### src/rtl/rheo_spi_pkg.sv
package rheo_spi_pkg;
  localparam int ADDR_W     = 4;
  localparam int OP_W       = 2;
  localparam int DATA_W     = 9;
  localparam int SHORT_BITS = 8;
  localparam int LONG_BITS  = 16;
  localparam int CNT_W      = $clog2(LONG_BITS);
  localparam int SHIFT_W    = DATA_W - 1;

  typedef enum logic [OP_W-1:0] {
    OP_WRITE = 2'b00,
    OP_INC   = 2'b01,
    OP_DEC   = 2'b10,
    OP_READ  = 2'b11
  } op_e;

  localparam logic [ADDR_W-1:0] ADDR_WIPER = 4'h0;
  localparam logic [ADDR_W-1:0] ADDR_CTRL  = 4'h4;

  typedef struct packed {
    logic              wr;
    logic              inc;
    logic              dec;
    logic [ADDR_W-1:0] addr;
    logic [DATA_W-1:0] data;
  } cmd_req_t;

  function automatic logic pair_ok(input logic [ADDR_W-1:0] a, input op_e op);
    if (a == ADDR_WIPER) return 1'b1;
    if (a == ADDR_CTRL)  return (op == OP_WRITE) || (op == OP_READ);
    return 1'b0;
  endfunction
endpackage

### src/rtl/rheo_spi_sync.sv
module rheo_spi_sync #(
  parameter int           N       = 3,
  parameter int           STAGES  = 2,
  parameter logic [N-1:0] RST_VAL = '0
) (
  input  logic         clk,
  input  logic         rst,
  input  logic [N-1:0] async_i,
  output logic [N-1:0] level_o
);
  for (genvar g = 0; g < N; g++) begin : g_chain
    logic [STAGES-1:0] chain_q;
    always_ff @(posedge clk) begin
      if (rst) chain_q <= {STAGES{RST_VAL[g]}};
      else     chain_q <= {chain_q[STAGES-2:0], async_i[g]};
    end
    assign level_o[g] = chain_q[STAGES-1];
  end
endmodule

### src/rtl/rheo_spi_frame.sv
module rheo_spi_frame
  import rheo_spi_pkg::*;
(
  input  logic              clk,
  input  logic              rst,
  input  logic              cs_n_s,
  input  logic              sck_s,
  input  logic              sdi_s,
  input  logic [DATA_W-1:0] rd_data_i,
  output logic [ADDR_W-1:0] rd_addr_o,
  output cmd_req_t          req_o,
  output logic              sdo_o,
  output logic              sdo_oe_o
);
  localparam logic [CNT_W-1:0] DECODE_AT = CNT_W'(ADDR_W + OP_W - 1);
  localparam logic [CNT_W-1:0] SHORT_END = CNT_W'(SHORT_BITS - 1);
  localparam logic [CNT_W-1:0] LONG_END  = CNT_W'(LONG_BITS - 1);
  localparam logic [CNT_W-1:0] STATUS_AT = CNT_W'(SHORT_BITS - 1);

  logic              sck_d, cs_act, sck_rise, sck_fall;
  logic [CNT_W-1:0]  cnt_q;
  logic [SHIFT_W-1:0] sh_q;
  logic [SHIFT_W:0]  nb;
  logic              err_q, sdo_q, oe_q, ok, sdo_bit;
  logic [ADDR_W-1:0] addr_q;
  op_e               op_q;
  cmd_req_t          req_q;
  logic [CNT_W-1:0]  bidx;
  logic [LONG_BITS-1:0] rd_ext;

  assign cs_act   = ~cs_n_s;
  assign sck_rise = sck_s & ~sck_d;
  assign sck_fall = ~sck_s & sck_d;
  assign nb       = {sh_q, sdi_s};
  assign ok       = pair_ok(nb[ADDR_W+OP_W-1:OP_W], op_e'(nb[OP_W-1:0]));
  assign bidx     = LONG_END - cnt_q;
  assign rd_ext   = {{(LONG_BITS-DATA_W){1'b0}}, rd_data_i};

  always_comb begin
    if (cnt_q < STATUS_AT)      sdo_bit = 1'b1;
    else if (op_q == OP_READ)   sdo_bit = rd_ext[bidx];
    else                        sdo_bit = 1'b1;
  end

  always_ff @(posedge clk) begin
    if (rst) begin
      sck_d  <= 1'b0;
      cnt_q  <= '0;
      sh_q   <= '0;
      err_q  <= 1'b0;
      sdo_q  <= 1'b1;
      oe_q   <= 1'b0;
      addr_q <= '0;
      op_q   <= OP_WRITE;
      req_q  <= '0;
    end else begin
      sck_d <= sck_s;
      req_q <= '0;
      oe_q  <= cs_act;
      if (!cs_act) begin
        cnt_q <= '0;
        err_q <= 1'b0;
        sdo_q <= 1'b1;
      end else begin
        if (sck_rise && !err_q) begin
          sh_q  <= nb[SHIFT_W-1:0];
          cnt_q <= cnt_q + 1'b1;
          if (cnt_q == DECODE_AT) begin
            addr_q <= nb[ADDR_W+OP_W-1:OP_W];
            op_q   <= op_e'(nb[OP_W-1:0]);
            if (!ok) err_q <= 1'b1;
          end
          if (cnt_q == SHORT_END && (op_q == OP_INC || op_q == OP_DEC)) begin
            req_q.inc  <= (op_q == OP_INC);
            req_q.dec  <= (op_q == OP_DEC);
            req_q.addr <= addr_q;
            cnt_q      <= '0;
          end
          if (cnt_q == LONG_END) begin
            cnt_q <= '0;
            if (op_q == OP_WRITE) begin
              req_q.wr   <= 1'b1;
              req_q.addr <= addr_q;
              req_q.data <= nb;
            end
          end
        end
        if (sck_fall) sdo_q <= err_q ? 1'b0 : sdo_bit;
      end
    end
  end

  assign rd_addr_o = addr_q;
  assign req_o     = req_q;
  assign sdo_o     = sdo_q;
  assign sdo_oe_o  = oe_q;

  // after the error latches, the next presented bit is low
  p_err_sdo_low_r6: assert property (@(posedge clk) disable iff (rst)
    (err_q && cs_act && sck_fall) |=> !sdo_q);
  // a locked-out window issues no register update
  p_err_no_req_r7: assert property (@(posedge clk) disable iff (rst)
    err_q |=> (req_q.wr == 1'b0 && req_q.inc == 1'b0 && req_q.dec == 1'b0));
endmodule

### src/rtl/rheo_spi_regs.sv
module rheo_spi_regs
  import rheo_spi_pkg::*;
#(
  parameter logic [DATA_W-1:0] WIPER_RESET = 9'h080,
  parameter logic [DATA_W-1:0] CTRL_RESET  = 9'h1FF,
  parameter logic [DATA_W-1:0] FULL_SCALE  = 9'h100
) (
  input  logic              clk,
  input  logic              rst,
  input  cmd_req_t          req_i,
  input  logic [ADDR_W-1:0] rd_addr_i,
  output logic [DATA_W-1:0] rd_data_o,
  output logic [DATA_W-1:0] wiper_o,
  output logic [DATA_W-1:0] ctrl_o
);
  logic [DATA_W-1:0] wiper_q, ctrl_q;

  always_ff @(posedge clk) begin
    if (rst) begin
      wiper_q <= WIPER_RESET;
      ctrl_q  <= CTRL_RESET;
    end else begin
      if (req_i.wr && req_i.addr == ADDR_WIPER)
        wiper_q <= (req_i.data > FULL_SCALE) ? FULL_SCALE : req_i.data;
      else if (req_i.inc && req_i.addr == ADDR_WIPER && wiper_q < FULL_SCALE)
        wiper_q <= wiper_q + 1'b1;
      else if (req_i.dec && req_i.addr == ADDR_WIPER && wiper_q != '0)
        wiper_q <= wiper_q - 1'b1;
      if (req_i.wr && req_i.addr == ADDR_CTRL)
        ctrl_q <= req_i.data;
    end
  end

  assign rd_data_o = (rd_addr_i == ADDR_CTRL) ? ctrl_q : wiper_q;
  assign wiper_o   = wiper_q;
  assign ctrl_o    = ctrl_q;

  // the wiper never exceeds full scale
  p_full_scale_r11: assert property (@(posedge clk) disable iff (rst)
    wiper_q <= FULL_SCALE);
  // increment below full scale moves by exactly one
  p_inc_step_r3: assert property (@(posedge clk) disable iff (rst)
    (req_i.inc && !req_i.wr && req_i.addr == ADDR_WIPER && wiper_q < FULL_SCALE)
      |=> wiper_q == $past(wiper_q) + 1'b1);
  // decrement at zero stays at zero
  p_dec_floor_r3: assert property (@(posedge clk) disable iff (rst)
    (req_i.dec && !req_i.wr && wiper_q == '0) |=> wiper_q == '0);
endmodule

### src/rtl/rheo_spi_decoder.sv
module rheo_spi_decoder
  import rheo_spi_pkg::*;
#(
  parameter int                SYNC_STAGES = 2,
  parameter logic [DATA_W-1:0] WIPER_RESET = 9'h080,
  parameter logic [DATA_W-1:0] CTRL_RESET  = 9'h1FF,
  parameter logic [DATA_W-1:0] FULL_SCALE  = 9'h100
) (
  input  logic              clk,
  input  logic              rst,
  input  logic              spi_cs_n,
  input  logic              spi_sck,
  input  logic              spi_sdi,
  output logic              spi_sdo,
  output logic              spi_sdo_oe,
  output logic [DATA_W-1:0] wiper_o,
  output logic [DATA_W-1:0] ctrl_o
);
  logic [2:0]        pins_s;
  cmd_req_t          req;
  logic [ADDR_W-1:0] rd_addr;
  logic [DATA_W-1:0] rd_data;

  rheo_spi_sync #(.N(3), .STAGES(SYNC_STAGES), .RST_VAL(3'b100)) u_sync (
    .clk     (clk),
    .rst     (rst),
    .async_i ({spi_cs_n, spi_sck, spi_sdi}),
    .level_o (pins_s)
  );

  rheo_spi_frame u_frame (
    .clk       (clk),
    .rst       (rst),
    .cs_n_s    (pins_s[2]),
    .sck_s     (pins_s[1]),
    .sdi_s     (pins_s[0]),
    .rd_data_i (rd_data),
    .rd_addr_o (rd_addr),
    .req_o     (req),
    .sdo_o     (spi_sdo),
    .sdo_oe_o  (spi_sdo_oe)
  );

  rheo_spi_regs #(
    .WIPER_RESET (WIPER_RESET),
    .CTRL_RESET  (CTRL_RESET),
    .FULL_SCALE  (FULL_SCALE)
  ) u_regs (
    .clk       (clk),
    .rst       (rst),
    .req_i     (req),
    .rd_addr_i (rd_addr),
    .rd_data_o (rd_data),
    .wiper_o   (wiper_o),
    .ctrl_o    (ctrl_o)
  );

  // with the window closed for two cycles, the wiper holds
  p_idle_hold_r10: assert property (@(posedge clk) disable iff (rst)
    (!spi_sdo_oe && $past(!spi_sdo_oe)) |=> $stable(wiper_o));
endmodule

### config.mk
export PLATFORM = sky130hd
export DESIGN_NAME = rheo_spi_decoder
export DESIGN_NICKNAME = d
export VERILOG_FILES = /design/src/rtl/rheo_spi_pkg.sv /design/src/rtl/rheo_spi_sync.sv /design/src/rtl/rheo_spi_frame.sv /design/src/rtl/rheo_spi_regs.sv /design/src/rtl/rheo_spi_decoder.sv
export SDC_FILE = /design/constraint.sdc
export NUM_CORES = 1
export LEC_CHECK = 0
export ABC_AREA = 1
export BUFFER_PORTS_ARGS = -buffer_cell sky130_fd_sc_hd__buf_4
export CORE_MARGIN = 2
export CORE_UTILIZATION = 40
export CTS_CLUSTER_DIAMETER = 30
export CTS_CLUSTER_SIZE = 14
export DETAILED_ROUTE_END_ITERATION = 10
export HOLD_SLACK_MARGIN = 0.12
export PLACE_DENSITY_LB_ADDON = 0.1
export SYNTH_ARGS = -nofsm -noshare
export SYNTH_HDL_FRONTEND = slang
export SYNTH_HIERARCHICAL = 1
export SYNTH_SLANG_ARGS = --single-unit
### constraint.sdc
create_clock -name clk -period 5.6 [get_ports clk]
set_input_delay 0.84 -clock clk [delete_from_list [all_inputs] [get_ports clk]]
set_output_delay 0.84 -clock clk [all_outputs]
set_load 0.02 [all_outputs]
Yosys cells after proc, flatten, opt, wreduce, memory -nomap -nowiden
Index checks and enable logic that the tools add are counted.
- add/subtract/negate cells: 4
- multiply operators: 0
- div/mod/pow operators: 0
- magnitude comparators: 4
- eq/ne operators: 10
- shift operators: 0
- muxes and demuxes: 23
- bitwise gates (word level): 10
- reduce and logical (&&, ||, !) cells: 25
- operators with widths (cell ; count):
    2-to-1 mux 9 bit ; 5
    2-to-1 mux 13 bit ; 2
    equality test 4 x 3 -> 1 bit, second input constant ; 5
    2-to-1 mux 1 bit ; 12
    2-to-1 mux 4 bit ; 3
    adder 9 x 1 -> 9 bit, second input constant ; 1
    greater-than comparator 9 bit, second input constant ; 1
    less-than comparator 9 bit, second input constant ; 1
    nonzero test 9 bit ; 1
    subtractor 9 x 1 -> 9 bit, second input constant ; 1
    logical AND 1 bit ; 8
    logical NOT 4 bit ; 2
    NOT 1 bit ; 8
    OR reduction 4 bit ; 2
    equality test 2 bit, second input constant ; 3
    AND reduction 3 bit ; 2
    less-than comparator 4 x 5 -> 1 bit, second input constant ; 1
    OR reduction 5 bit ; 1
    adder 4 x 1 -> 4 bit, second input constant ; 1
    binary-select mux 1 bit (select 4 bit) ; 1
    equality test 4 bit, second input constant ; 1
    logical NOT 2 bit ; 2
    less-than comparator 4 x 3 -> 1 bit, second input constant ; 1
    subtractor 4 bit, first input constant ; 1
    other kinds (8) ; 10
- register bits: 62
- bits in latches: 0
- memory bits (writable): 0
- ROM bits: 0
- input port bits: 5
- output and inout bits: 20
- logic and storage cells: 94
- memories kept: 0

Logic depth before layout (Yosys ltp)
Gate-level depths: netlist of run 1.
- depth in word-level cells: 7
- gate-level depth with buffers: 15
- mapped depth without buffers: 15

Hierarchy
Netlist of run 1, hierarchy kept.
- by module, submodules not included (module ; instances ; cells each ; area an instance (µm²) ; seq. area each (µm²)):
    rheo_spi_frame ; 1 ; 194 ; 1545.2 ; 760.7
    rheo_spi_regs ; 1 ; 228 ; 1406.3 ; 360.3
    rheo_spi_sync ; 1 ; 22 ; 191.4 ; 120.1

Least setup slack after synthesis of run 1
OpenSTA, ideal clock, no wires.
- path kind: register -> register
- start: register u_frame.req_q (netlist bit u_frame/req_o[12])
- end: register u_regs.wiper_q[8], in the netlist u_regs/wiper_o[8]
- library setup time: 0.127 ns
- data arrival time: 1.788 ns
- required time: 5.473 ns
- setup slack: 3.686 ns
- cell stages (with the launch flop): 14
- path buffers: 0
- clock period less this slack: 1.914 ns
- path through: dfxtp_1 -> nor2_2 -> nand3_1 -> nor2_2 -> inv_1 -> ha_1 -> a21oi_1 -> nand2_1 -> nand2_1 -> nand3_1 -> nand2_1 -> nor2_1 -> nor2_1 -> nor2_1
- word-level cells in the longest chain between the ends: 5
- elaborated cells between the ends (all ways): 9
- classes of those cells: mux (2); reduce/logical (7)
- RTL lines (what ; line ; source):
    from (decl) ; rheo_spi_frame.sv:27 ; cmd_req_t req_q;
    logical NOT 4 bit * ; rheo_spi_regs.sv:23, rheo_spi_regs.sv:25, rheo_spi_regs.sv:27 ;
    logical AND 1 bit (2 in a row) ; rheo_spi_regs.sv:25 ; else if (req_i.inc && req_i.addr == ADDR_WIPER && wiper_q < FULL_SCALE)
    2-to-1 mux 9 bit ; rheo_spi_regs.sv:25 ;
    2-to-1 mux 9 bit ; rheo_spi_regs.sv:23 ; if (req_i.wr && req_i.addr == ADDR_WIPER)
    to (signal assigned) ; rheo_spi_regs.sv:24 ; wiper_q <= (req_i.data > FULL_SCALE) ? FULL_SCALE : req_i.data;
    to (signal assigned) ; rheo_spi_regs.sv:26 ; wiper_q <= wiper_q + 1'b1;
    to (signal assigned) ; rheo_spi_regs.sv:28 ; wiper_q <= wiper_q - 1'b1;
    to (decl) ; rheo_spi_regs.sv:16 ; logic [DATA_W-1:0] wiper_q, ctrl_q;
Every way passes the cells marked *; elsewhere a longest branch is shown, timed or not.
A chain may end at the register's enable or synchronous reset.

Final worst setup path of run 1
- start: register u_frame.req_q (netlist bit u_frame/req_o[10])
- end: register u_regs.wiper_q[7], in the netlist u_regs/wiper_o[7]
The elaborated chain is that of the path after synthesis.

==> flow_summary.json, run 1 <==
{
  "status": "finished clean",
  "synth_top_area_cell": "dfxtp_1",
  "max_stage_delay_ns": 0.41,
  "syn2layout_area_growth_pct": 14.29,
  "grt_pass1_wl_um": 12210,
  "critPathTopFamily": "simple AND/OR/NAND/NOR gates",
  "rsz0062_at_grt": "no",
  "post_cts_resized": 0,
  "routed_wl_um": 7287,
  "critPathMostFrequentCell": "nand2_1",
  "cts_root_buffer": "clkbuf_8",
  "pin_count": 25,
  "start_util": 0.4089,
  "core_mm2": 0.007687,
  "max_freq_ghz": 0.4505,
  "setup_violations": 0,
  "synthTopCellsByCount": "nand2_1 (107), dfxtp_1 (62), inv_1 (59), nor2_1 (53), a21oi_1 (35)",
  "fin_area_mm2": 0.003592,
  "clock_sinks": 62,
  "worstSetupPathType": "reg2reg",
  "ys_seq_area_frac": 0.3949,
  "cts_tree": "built",
  "switching_share": 0.2071,
  "htreeDepth": 3,
  "post_cts_buffers": 0,
  "place_inst": 557,
  "post-route-min-period_ns": 2.220,
  "path_clk_slew_ns": 0.06,
  "finalHoldViolations": 0,
  "placed_area_mm2": 0.003378,
  "path_cells": "nor2_2, nand3_1, nor2_2, inv_1, ha_1, a21oi_1, o21a_1, nand2_1, nand2_1, nand3_1, nand2_1, nand2_1",
  "drtIter0Drc": 118,
  "power.switching_uw": 182.3,
  "die-area_mm2": 0.008582,
  "n_antenna_cell": 0,
  "grt_pass1_vias": 2557,
  "dieWidth_um": 92.64,
  "antenna_found_initial": 0,
  "worstSetupEndpointType": "flop",
  "yosysUniqueCellTypes": 39,
  "worstMarginPinSlew_ns": 0.6776,
  "worstSkewPairLatency_ns": 0.34,
  "fin_skew_ns": 0.007605,
  "cp.arrival_ns": 2.45,
  "r2r_slack_ns": 3.38,
  "critPathMaxFanout": 9,
  "seqPwrFrac": 0.506,
  "gp_congestion": 0.7863,
  "via_per_inst": 4.810,
  "async_flop_share": 0,
  "hpwl_um": 5449,
  "num_rows": 32,
  "fin_crit_sh": 0.3964,
  "maxCapViolCount": 0,
  "synth_area_mm2": 0.003143,
  "hp-class": "reg2reg",
  "power_frac_comb": 0.017,
  "gr-total-overflow": 0,
  "grt_max_degree": 32,
  "postSynthAreaPerCell_um2": 7.079,
  "nets": 485,
  "tns_ns": 0,
  "hold_buffers": 0,
  "track_usage": 0.1834,
  "synth_edf_count": 0,
  "cp_slowest_cell": "ha_1",
  "finalNonFillerCells": 573,
  "critPathLaunchType": "flop",
  "syn_nets": 463,
  "wire_per_inst_um": 12.72,
  "synth_top_area_share": 0.3949,
  "leakage_nw": 1.583,
  "fill_cells": 834,
  "drc": 0,
  "synthFlopType": "dfxtp_1",
  "dr_total_vias": 2756,
  "synth-seq-cells": 62,
  "pwr-share-clk": 0.477,
  "slew_violations": 0,
  "clock_path_buffers": 2,
  "peakVddDrop_mv": 0.1454,
  "cts_buffers": 9,
  "power.density_mw_per_mm2": 245.1,
  "io_buffer_count": 24,
  "netlist_instances": 444,
  "internal_power_uw": 698.2,
  "drtAntennaViolNets": 0,
  "max-slew-margin-rel": 0.5458,
  "synth_warnings": 6,
  "critPathBufInv": 1,
  "die_h_um": 92.64,
  "dr.pass1.iters": 4,
  "synthTopCellsByArea": "dfxtp_1 (39%), nand2_1 (13%), inv_1 (7.0%), nor2_1 (6.3%), a21oi_1 (5.6%)",
  "synth.most_common_cell": "nand2_1",
  "drive_gt1_frac": 0.1486,
  "cp.required_ns": 5.83
}
flip-flops by register name, summed over array words and instances (netlist names):
name                    flops
u_sync/g_chain.chain_q      6
u_frame/sdo_o               1
u_regs/ctrl_o               9
u_regs/wiper_o              9
u_frame/sh_q                8
u_frame/sdo_oe_o            1
u_frame/cnt_q               4
u_frame/err_q               1
u_frame/op_q                2
u_frame/sck_d               1
u_frame/rd_addr_o           4
u_frame/req_o              16
placed cells by master, fill, tap and decap left out, types with 6 or more instances in the layout:
cell	count
clkbuf_8	9
a21oi_1	35
nor2_1	53
dfxtp_1	62
inv_1	59
inv_2	9
nand3_1	33
nor3b_2	6
nand2_1	107
buf_4	24
ha_1	13
o21ai_0	15
metal layers:
layer  wire [µm]  GRT usage  vias to the layer above  part of all wire
met2        3035     0.2719                       57              0.42
met3         342    0.06021                        5             0.047
met4          53    0.04044                        0            0.0073
met1        3856     0.2600                     1252              0.53
met5           0          0                        -                 0
li1            -          -                     1442                 -
final cells by class:
| class | count | area, µm² | share of cell area |
|---|---|---|---|
| well taps | 102 | 127.6 | 0.03553 |
| repair buffers | 24 | 180.2 | 0.05016 |
| flip-flops and latches | 62 | 1241 | 0.3455 |
| clock buffers | 10 | 127.6 | 0.03553 |
| multi-input cells | 300 | 1570 | 0.4371 |
| inverters | 69 | 259.0 | 0.07210 |
| clock inverters | 6 | 86.33 | 0.02403 |
path summary, 6_finish.rpt:
path / start / endpoint / depth (start not counted)
min: u_sync/g_chain[1].chain_q[0]$_SDFF_PP0_ / u_sync/g_chain[1].chain_q[1]$_SDFF_PP0_ / 2
max: u_frame/req_o[10]$_SDFF_PP0_ / u_regs/wiper_o[7]$_SDFFE_PP1P_ / 12
min reg2reg: u_sync/g_chain[1].chain_q[0]$_SDFF_PP0_ / u_sync/g_chain[1].chain_q[1]$_SDFF_PP0_ / 2
max reg2reg: u_frame/req_o[10]$_SDFF_PP0_ / u_regs/wiper_o[7]$_SDFFE_PP1P_ / 12
through the flow:
step                      setup WS, ns  hold slack, ns  utilization  power (mW)
after global routing             3.109          0.4250       0.4673      0.9165
after detailed placement         3.406          0.3969       0.4395      0.4706
final                            3.380          0.4058       0.4673      0.8805
after floorplan                  3.686          0.3865            -      0.4660
after CTS                        3.384          0.4070       0.4673      0.8978
after global placement           3.395          0.3912       0.4395      0.4705
worst min-delay path: stages (launching register included):
cell     delay (ns)
dfxtp_1        0.30
inv_1          0.04
nor2_1         0.03
power groups by stage:
| stage | clock, mW | sequential, mW | combinational [mW] |
|---|---|---|---|
| 6_report | 0.420 | 0.445 | 0.0153 |
| 5_1_grt | 0.454 | 0.445 | 0.0172 |
| 4_1_cts | 0.437 | 0.445 | 0.0154 |
| 3_5_place_dp | 0 | 0.455 | 0.0153 |
| 3_3_place_gp | 0 | 0.455 | 0.0153 |
| 2_1_floorplan | 0 | 0.455 | 0.0113 |
cell families (layout without fill, tap and decap cells):
family,Yosys count,count (layout),synth area share
AOI/OAI and AO/OA,64,64,0.1158
xor gates and xnor gates,1,1,0.002787
adders and majority gates,14,14,0.05812
buffers and inverters,82,109,0.1055
DFF,62,62,0.3949
muxes,1,1,0.003583
and+or+nand+nor,220,220,0.3193
(Power assumes the default switching activity.)
==> run 2: changes to the inputs <==
==> constraint.sdc (replaced) <==
create_clock -name clk -period 1.9 [get_ports clk]
set_input_delay 0.285 -clock clk [delete_from_list [all_inputs] [get_ports clk]]
set_output_delay 0.285 -clock clk [all_outputs]
set_load 0.02 [all_outputs]
==> flow_summary.json, run 2 (synthesis results as in run 1) <==
{
  "setup_violations": 4,
  "multi_input_area_mm2": 0.001720,
  "die_h_um": 92.64,
  "syn2layout_area_growth_pct": 26.00,
  "place_inst": 575,
  "wire_per_inst_um": 12.97,
  "pin_count": 25,
  "dieWidth_um": 92.64,
  "clock_sinks": 62,
  "peakVddDrop_mv": 0.6409,
  "worstMarginPinSlew_ns": 0.4870,
  "dr.pass1.iters": 4,
  "slew_violations": 0,
  "gr-total-overflow": 0,
  "final_util": 0.5151,
  "num_rows": 32,
  "die-area_mm2": 0.008582,
  "max-slew-margin-rel": 0.6753,
  "finalNonFillerCells": 599,
  "hpwl_um": 5633,
  "hp-class": "in2reg",
  "cts_root_buffer": "clkbuf_8",
  "post-route-min-period_ns": 2.000,
  "drive_gt1_frac": 0.2394,
  "max_freq_ghz": 0.4999,
  "cp.required_ns": 2.18,
  "drtIter0Drc": 148,
  "grt_max_degree": 22,
  "drc": 0,
  "maxCapViolCount": 0,
  "leakage_nw": 1.748,
  "grt_pass1_vias": 2719,
  "fill_cells": 809,
  "io_buffer_count": 24,
  "finalHoldViolations": 0,
  "tns_ns": -0.2069,
  "cts_tree": "built",
  "start_util": 0.4089,
  "cp.arrival_ns": 2.28,
  "layout_common_cells": "nand2_1 (103), dfxtp_1 (61), inv_1 (58), nor2_1 (52), buf_4 (48)",
  "grt_pass1_wl_um": 13140,
  "critPathLaunchType": "flop",
  "layout_commonest_cell": "nand2_1",
  "worst_slack_ns": -0.1004,
  "track_usage": 0.1967,
  "seq_area_mm2": 0.001242,
  "via_per_inst": 4.765,
  "nets": 511,
  "path_clk_slew_ns": 0.08,
  "dr_total_vias": 2854,
  "routed_wl_um": 7769,
  "worstSkewPairLatency_ns": 0.34,
  "status": "finished, violations left",
  "largest_reg_flops": 16,
  "worstSetupPathType": "reg2reg",
  "cts_buffers": 9,
  "rsz0062_at_grt": "yes",
  "fin_crit_sh": 1.053,
  "antenna_found_initial": 0,
  "critPathMaxFanout": 5,
  "n_antenna_cell": 0,
  "fin_skew_ns": 0.007209,
  "htreeDepth": 3,
  "clock_path_buffers": 2,
  "power.density_mw_per_mm2": 681.1,
  "drtAntennaViolNets": 0,
  "gp_congestion": 0.8713,
  "core_mm2": 0.007687,
  "worst_hold_slack_ns": 0.1388,
  "worstSetupEndpointType": "flop",
  "violations": "setup timing"
}
[run 2: area by class of cell]
type | count | area share
Multi-Input combinational cell | 300 | 0.4344
Sequential cell | 62 | 0.3137
Timing Repair Buffer | 49 | 0.09352
Inverter | 69 | 0.06667
Tap cell | 102 | 0.03223
Clock buffer | 9 | 0.03128
Clock inverter | 7 | 0.02654
Timing Repair inverter | 1 | 0.001580
[run 2: power breakdown]
part | leakage (nW) | internal, mW | switching [mW]
registers | 0.502 | 1.31 | 0.00394
clock network | 0.112 | 0.756 | 0.579
logic | 1.13 | 0.0190 | 0.0327
total | 1.75 | 2.08 | 0.616
[run 2: per-layer routing]
metal | GRT usage | routed length, µm
met4 | 0.08578 | 119
met2 | 0.2914 | 3426
met1 | 0.2782 | 3886
met5 | 0 | 0
met3 | 0.03824 | 337
[run 2: per-stage QoR]
| stage | setup slack, ns | total power, mW | instance area, µm² |
|---|---|---|---|
| after CTS | -0.02865 | 2.730 | 3810 |
| after floorplan | 0.03796 | 1.374 | 3143 |
| final | -0.1004 | 2.697 | 3960 |
| after global routing | -0.2300 | 2.799 | 3960 |
| after global placement | 0.008612 | 1.392 | 3513 |
| after detailed placement | -0.06771 | 1.392 | 3513 |
[run 2: path summary, 6_finish.rpt]
check,to,startpoint,slack [ns],cells after the start
setup reg to reg,u_regs/wiper_o[8]$_SDFFE_PP0P_,u_frame/req_o[10]$_SDFF_PP0_,-0.10,14
hold reg to reg,u_sync/g_chain[0].chain_q[1]$_SDFF_PP0_,u_sync/g_chain[0].chain_q[0]$_SDFF_PP0_,0.40,2
setup / recovery,u_regs/wiper_o[8]$_SDFFE_PP0P_,u_frame/req_o[10]$_SDFF_PP0_,-0.10,14
hold / removal,u_sync/g_chain[0].chain_q[0]$_SDFF_PP0_,spi_sdi,0.14,3
[run 2: worst max-delay path: stages, from the launching register on]
cell	delay, ns
dfxtp_1	0.32
nor2_2	0.15
nand3_2	0.12
nor2_4	0.15
clkinv_4	0.12
fa_2	0.42
nand3_2	0.09
nand2_4	0.07
nand2_4	0.08
nand2_1	0.05
nand2_1	0.07
nand2_1	0.06
nor2_1	0.09
nor2_1	0.05
nor2_1	0.09
[run 2: timing repair]
item                                   4_1_cts  5_1_grt
gates resized for setup                      9       21
setup endpoints to repair                    7        7
hold buffers                                 1        0
gates cloned                                 0        1
endpoints found under the hold margin        1        0
pin swaps                                    2       14
buffers inserted                             1        5
